<file path="src/rtl/wdog_pkg.sv">
package wdog_pkg;
  localparam int ADDR_W   = 16;
  localparam int DATA_W   = 8;
  localparam int RUN_BIT  = 7;
  localparam int WDEN_BIT = 4;
  localparam int ACT_BIT  = 3;

  typedef struct packed {
    logic clrCnt;
    logic cntEn;
  } wdStrobe_t;

  typedef enum logic [1:0] {
    MODE_INTERVAL = 2'd0,
    MODE_NMI      = 2'd1,
    MODE_RESET    = 2'd2
  } wdMode_e;
endpackage

</file>
<file path="src/rtl/wdog_datapath.sv">
module wdog_datapath
  import wdog_pkg::*;
#(
  parameter int CNT_W = 8
) (
  input  logic             clk,
  input  logic             rstN,
  input  wdStrobe_t        strobe,
  output logic [CNT_W-1:0] cntVal,
  output logic             ovf
);
  localparam logic [CNT_W-1:0] CNT_TOP = '1;

  // a clearing write outranks the tick that would roll over
  assign ovf = strobe.cntEn && !strobe.clrCnt && (cntVal == CNT_TOP);

  always_ff @(posedge clk or negedge rstN) begin
    if (!rstN)              cntVal <= '0;
    else if (strobe.clrCnt) cntVal <= '0;
    else if (strobe.cntEn)  cntVal <= cntVal + 1'b1;
  end
endmodule

</file>
<file path="src/rtl/wdog_ctrl.sv">
module wdog_ctrl
  import wdog_pkg::*;
#(
  parameter logic [ADDR_W-1:0] REG_ADDR = 16'hFFF9
) (
  input  logic              clk,
  input  logic              rstN,
  input  logic [ADDR_W-1:0] busAddr,
  input  logic              busWe,
  input  logic [DATA_W-1:0] busWdata,
  output logic [DATA_W-1:0] busRdata,
  input  logic              tickEn,
  input  logic              flagClr,
  input  logic              ovf,
  output wdStrobe_t         strobe,
  output logic              modeRun,
  output logic              modeWd,
  output logic              modeAct,
  output logic              intFlag,
  output logic              nmiReq,
  output logic              rstReq
);
  logic    regHit;
  logic    runSet, wdSet, actSet;
  logic    pendNmi;
  wdMode_e curMode;

  assign regHit  = busWe && (busAddr == REG_ADDR);
  assign runSet  = regHit && busWdata[RUN_BIT];
  assign wdSet   = regHit && busWdata[WDEN_BIT];
  assign actSet  = regHit && busWdata[ACT_BIT];
  assign pendNmi = wdSet && !modeWd && intFlag;

  assign strobe.clrCnt = runSet;
  assign strobe.cntEn  = modeRun && tickEn;

  always_comb begin
    if (!modeWd)      curMode = MODE_INTERVAL;
    else if (!modeAct) curMode = MODE_NMI;
    else              curMode = MODE_RESET;
  end

  // set-only mode bits
  always_ff @(posedge clk or negedge rstN) begin
    if (!rstN) begin
      modeRun <= 1'b0;
      modeWd  <= 1'b0;
      modeAct <= 1'b0;
    end else begin
      modeRun <= modeRun | runSet;
      modeWd  <= modeWd  | wdSet;
      modeAct <= modeAct | actSet;
    end
  end

  always_ff @(posedge clk or negedge rstN) begin
    if (!rstN) begin
      intFlag <= 1'b0;
      nmiReq  <= 1'b0;
      rstReq  <= 1'b0;
    end else begin
      nmiReq <= (ovf && curMode == MODE_NMI) || pendNmi;
      rstReq <= ovf && curMode == MODE_RESET;
      if (ovf && curMode == MODE_INTERVAL) intFlag <= 1'b1;
      else if (flagClr)                    intFlag <= 1'b0;
    end
  end

  always_comb begin
    busRdata = '0;
    if (busAddr == REG_ADDR) begin
      busRdata[RUN_BIT]  = modeRun;
      busRdata[WDEN_BIT] = modeWd;
      busRdata[ACT_BIT]  = modeAct;
    end
  end
endmodule

</file>
<file path="src/rtl/wdog_interval_ctrl.sv">
module wdog_interval_ctrl
  import wdog_pkg::*;
#(
  parameter int                CNT_W    = 8,
  parameter logic [ADDR_W-1:0] REG_ADDR = 16'hFFF9
) (
  input  logic              clk,
  input  logic              rstN,
  input  logic [ADDR_W-1:0] busAddr,
  input  logic              busWe,
  input  logic [DATA_W-1:0] busWdata,
  output logic [DATA_W-1:0] busRdata,
  input  logic              tickEn,
  input  logic              flagClr,
  output logic              intFlag,
  output logic              nmiReq,
  output logic              rstReq
);
  wdStrobe_t        strobe;
  logic             ovf;
  logic [CNT_W-1:0] cntVal;
  logic             modeRun, modeWd, modeAct;

  wdog_ctrl #(.REG_ADDR(REG_ADDR)) i_ctrl (
    .clk(clk), .rstN(rstN), .busAddr(busAddr), .busWe(busWe),
    .busWdata(busWdata), .busRdata(busRdata), .tickEn(tickEn),
    .flagClr(flagClr), .ovf(ovf), .strobe(strobe), .modeRun(modeRun),
    .modeWd(modeWd), .modeAct(modeAct), .intFlag(intFlag),
    .nmiReq(nmiReq), .rstReq(rstReq)
  );

  wdog_datapath #(.CNT_W(CNT_W)) i_dp (
    .clk(clk), .rstN(rstN), .strobe(strobe), .cntVal(cntVal), .ovf(ovf)
  );
endmodule

</file>
<file path="config.mk">
export PLATFORM = sky130hd
export DESIGN_NAME = wdog_interval_ctrl
export DESIGN_NICKNAME = d
export VERILOG_FILES = /design/src/rtl/wdog_pkg.sv /design/src/rtl/wdog_datapath.sv /design/src/rtl/wdog_ctrl.sv /design/src/rtl/wdog_interval_ctrl.sv
export SDC_FILE = /design/constraint.sdc
export NUM_CORES = 1
export LEC_CHECK = 0
export CAP_MARGIN = 20
export CORE_MARGIN = 2
export CORE_UTILIZATION = 38
export DETAILED_ROUTE_END_ITERATION = 16
export PLACE_DENSITY = 0.76
export SLEW_MARGIN = 20
export SYNTH_ARGS = -nofsm -noshare
export SYNTH_HDL_FRONTEND = slang
export SYNTH_SLANG_ARGS = --single-unit
</file>
<file path="constraint.sdc">
create_clock -name clk -period 2 [get_ports clk]
set_input_delay 0.4 -clock clk [delete_from_list [all_inputs] [get_ports clk]]
set_output_delay 0.4 -clock clk [all_outputs]
set_load 0.01 [all_outputs]
</file>
==> results.md <==
* Status: completed
* Initial Util at a little over two fifths
* Worst reg2reg endpoint: i_ctrl.intFlag$_DFFE_PN0P_
* Startpoint types: input pin
* Hold Path Class: input pin to async pin
* Critical path fanouts, max at 4
* # setup viols final at 0
* Overall Global Routing Usage at 16.7%
* H-tree Lvls at 1
* First DRT Iteration DRCs at 9
* Clock Path Buffers at 2
* Post-Layout Cell Count at between 100 and 150
* Synthesized area at about 740 µm²
* Worst slew margin at 57.9%
* Register area share after synthesis at 47.1%
* Skew-Pair Late Insertion Delay at 0.28 ns
* Crit share post-route at between 90% and 100%
* Vias at 653
* N_diodes at 0
* Clk sinks at 14
* Number of placed cells counting well taps at 132
* Crit Path Category: input pin to output port
* Maximum clock frequency at between 500 and 600 MHz
* Ports at 40
* Mean routed wirelength per cell at around 12 µm
* TritonCTS buffer count at 3
* Post-synthesis instance total at 76
* CP endpoint kind: output port
* Critical Path AT at around 1.5 ns
* Synth unique cells at 28
* Clock slew at reported path FFs at approximately 0.08 ns
* Die area at approximately 2300 µm²
* # Post-CTS Setup Buffers at 0
* Antenna-violating nets left at 0
* First-pass GRT wire length at 2.64 mm
* Yosys reg bits at 14
* Reg2reg setup slack at roughly 0.37 ns
* Final hold slack at 0.510 ns
* Top FF cell, synth: dfrtp_1
* Total congestion overflow at 0
* PortBufs at 29
* Fin nets at between 100 and 150
* TritonCTS clock tree: built
* RR Startpoint: i_dp.cntVal[0]$_DFFE_PN0P_
* Max-cap violations at 0
* Largest net degree at the start of global routing at 15
* Post-synth top area share at between 40% and 50%
* Area grow syn2layout at 47.8%
* Root buffer cell: clkbuf_4
* Gpl congestion at around 0.78
* Initial antenna violation count at 0
* Detailed-route wire length at around 1.7 mm
* Fin. max-slew vios at 0
* Share of layout cells above drive strength 1 at between 10% and 20%
* Worst Max-Slew Pin Slew at 0.629 ns
* Synth area leader: dfrtp_1
* Via density at between 4 and 5
* Cell Pwr Density at between 400 and 500 nW/µm²
* Power Total at around 530 µW
* Row count at 15
* Syn_area_per_cell at 9.78 µm²
* Ranking of synthesized cells by area: dfrtp_1 47%, buf_4 5.1%, xor2_1 4.7%
* Synth async-reset ratio at between 90% and 100%
* Vias in the first global route at a little over 600
* Warnings, synthesis at 0
* Worst Path Required at between 1.5 and 2 ns
* Core Region at ~1800 µm²
* Die Span X at a little under 50 µm
* Detail Placement HPWL at ~1.3 mm
* Leakage at slightly above 0.0005 µW
* Detailed Routing Iterations Pass 1 at 4
* Setup Skew at ~0.0038 ns
* Crit path time final at between 1.5 and 2 ns
* Final WS setup at 0.0632 ns
* RSZ-0062 raised after global routing: false
* Maximum vdd drop at roughly 0.33 mV
* Die Y at roughly 48 µm
* Post-synth EDFFs at 0
* Hold Vio Cnt, Final at 0
* Pre-CTS setup slack at -0.662 ns
* Detailed-route DRC error count at 0
* FF-to-FF path depth at 5
* Sum of negative setup slack at 0 ns
* Fillers at between 150 and 200
## per-layer routing
metal | wire length [µm] | GRT usage, % | vias up
li1 | - | - | 324
met1 | 693 | 19.5 | 314
met2 | 890 | 29.7 | 15
met3 | 69 | 6.67 | 0
met4 | 0 | 1.62 | 0
met5 | 0 | 0 | -
## cell type report
| class | instances | area (µm²) | share of cell area (%) |
|---|---|---|---|
| flip-flops and latches | 14 | 350 | 31.9 |
| multi-input cells | 59 | 374 | 34.1 |
| inverters | 1 | 3.75 | 0.342 |
| clock buffers | 4 | 36.3 | 3.30 |
| well taps | 25 | 31.3 | 2.85 |
| repair buffers | 33 | 303 | 27.6 |
## per-stage QoR
step	instance area (µm²)	util, %
3_3_place_gp	1070	59.9
5_1_grt	1100	61.6
2_1_floorplan	758	-
3_5_place_dp	1070	59.9
4_1_cts	1100	61.6
6_report	1100	61.6
## Yosys cell counts (2+ instances only)
cell type   n
nand3_1     4
xnor2_1     3
nand2_1     9
or3_1       2
nor2_1      9
nand4_1     4
nor3_1      2
dfrtp_1    14
and2_1      3
xor2_1      4
buf_4       5
## critical path: stages
cell           delay [ns]
dlygate4sd2_1        0.23
nand4bb_1            0.16
or3_4                0.36
nor2_4               0.13
and2_1               0.14
buf_2                0.12
## repair_timing
item	in CTS	in global routing
cloned	0	0
pin swaps	7	1
endpoints found under the setup margin	3	2
hold buffers	0	0
resized for setup	30	0
## sequential cells by signal, summed over array words and instances, names as in the netlist
register and flops:
i_ctrl.modeRun 1, i_ctrl.nmiReq 1, i_ctrl.intFlag 1, i_dp.cntVal 8, i_ctrl.modeWd 1, i_ctrl.modeAct 1
i_ctrl.rstReq 1
## cell usage in the layout, fill, tap and decap left out, types with 2 or more instances in the layout
| cell | instances |
|---|---|
| and2_4 | 2 |
| buf_4 | 4 |
| buf_6 | 2 |
| clkbuf_4 | 3 |
| clkdlybuf4s50_1 | 14 |
| conb_1 | 5 |
| dfrtp_1 | 14 |
| dlygate4sd2_1 | 12 |
| nand2_1 | 9 |
| nand3_1 | 4 |
| nand4_1 | 4 |
| nor2_1 | 8 |
| nor3_1 | 2 |
| or3_1 | 2 |
| xnor2_1 | 3 |
| xor2_1 | 4 |
## how the worst max path moves through the flow
| stage | startpoint | to | slack (ns) | depth (start not counted) |
|---|---|---|---|---|
| 2_1_floorplan | busAddr[2] | busRdata[3] | 0.31 | 4 |
| 3_3_place_gp | busAddr[0] | busRdata[7] | -0.61 | 6 |
| 3_5_place_dp | busAddr[0] | busRdata[4] | -0.66 | 6 |
| 4_1_cts | busAddr[2] | busRdata[4] | 0.06 | 6 |
| 5_1_grt | busAddr[1] | busRdata[7] | 0.01 | 6 |
| 6_report | busAddr[1] | busRdata[7] | 0.06 | 6 |
## power breakdown
part / internal [µW] / leakage, µW / switching (µW)
registers: 283 / 0.000196 / 0.116
logic: 33.7 / 0.000288 / 19.2
clock network: 111 / 0.0000210 / 87.5
## logic make-up after synthesis
logic type	Yosys count	share of synthesized area [%]
and+or+nand+nor	42	31.3
DFF	14	47.1
xor gates and xnor gates	7	8.25
buffers and inverters	7	6.23
AOI/OAI and AO/OA	4	4.88
adders and majority gates	1	1.68
other	1	0.505
(Power assumes the default switching activity.)
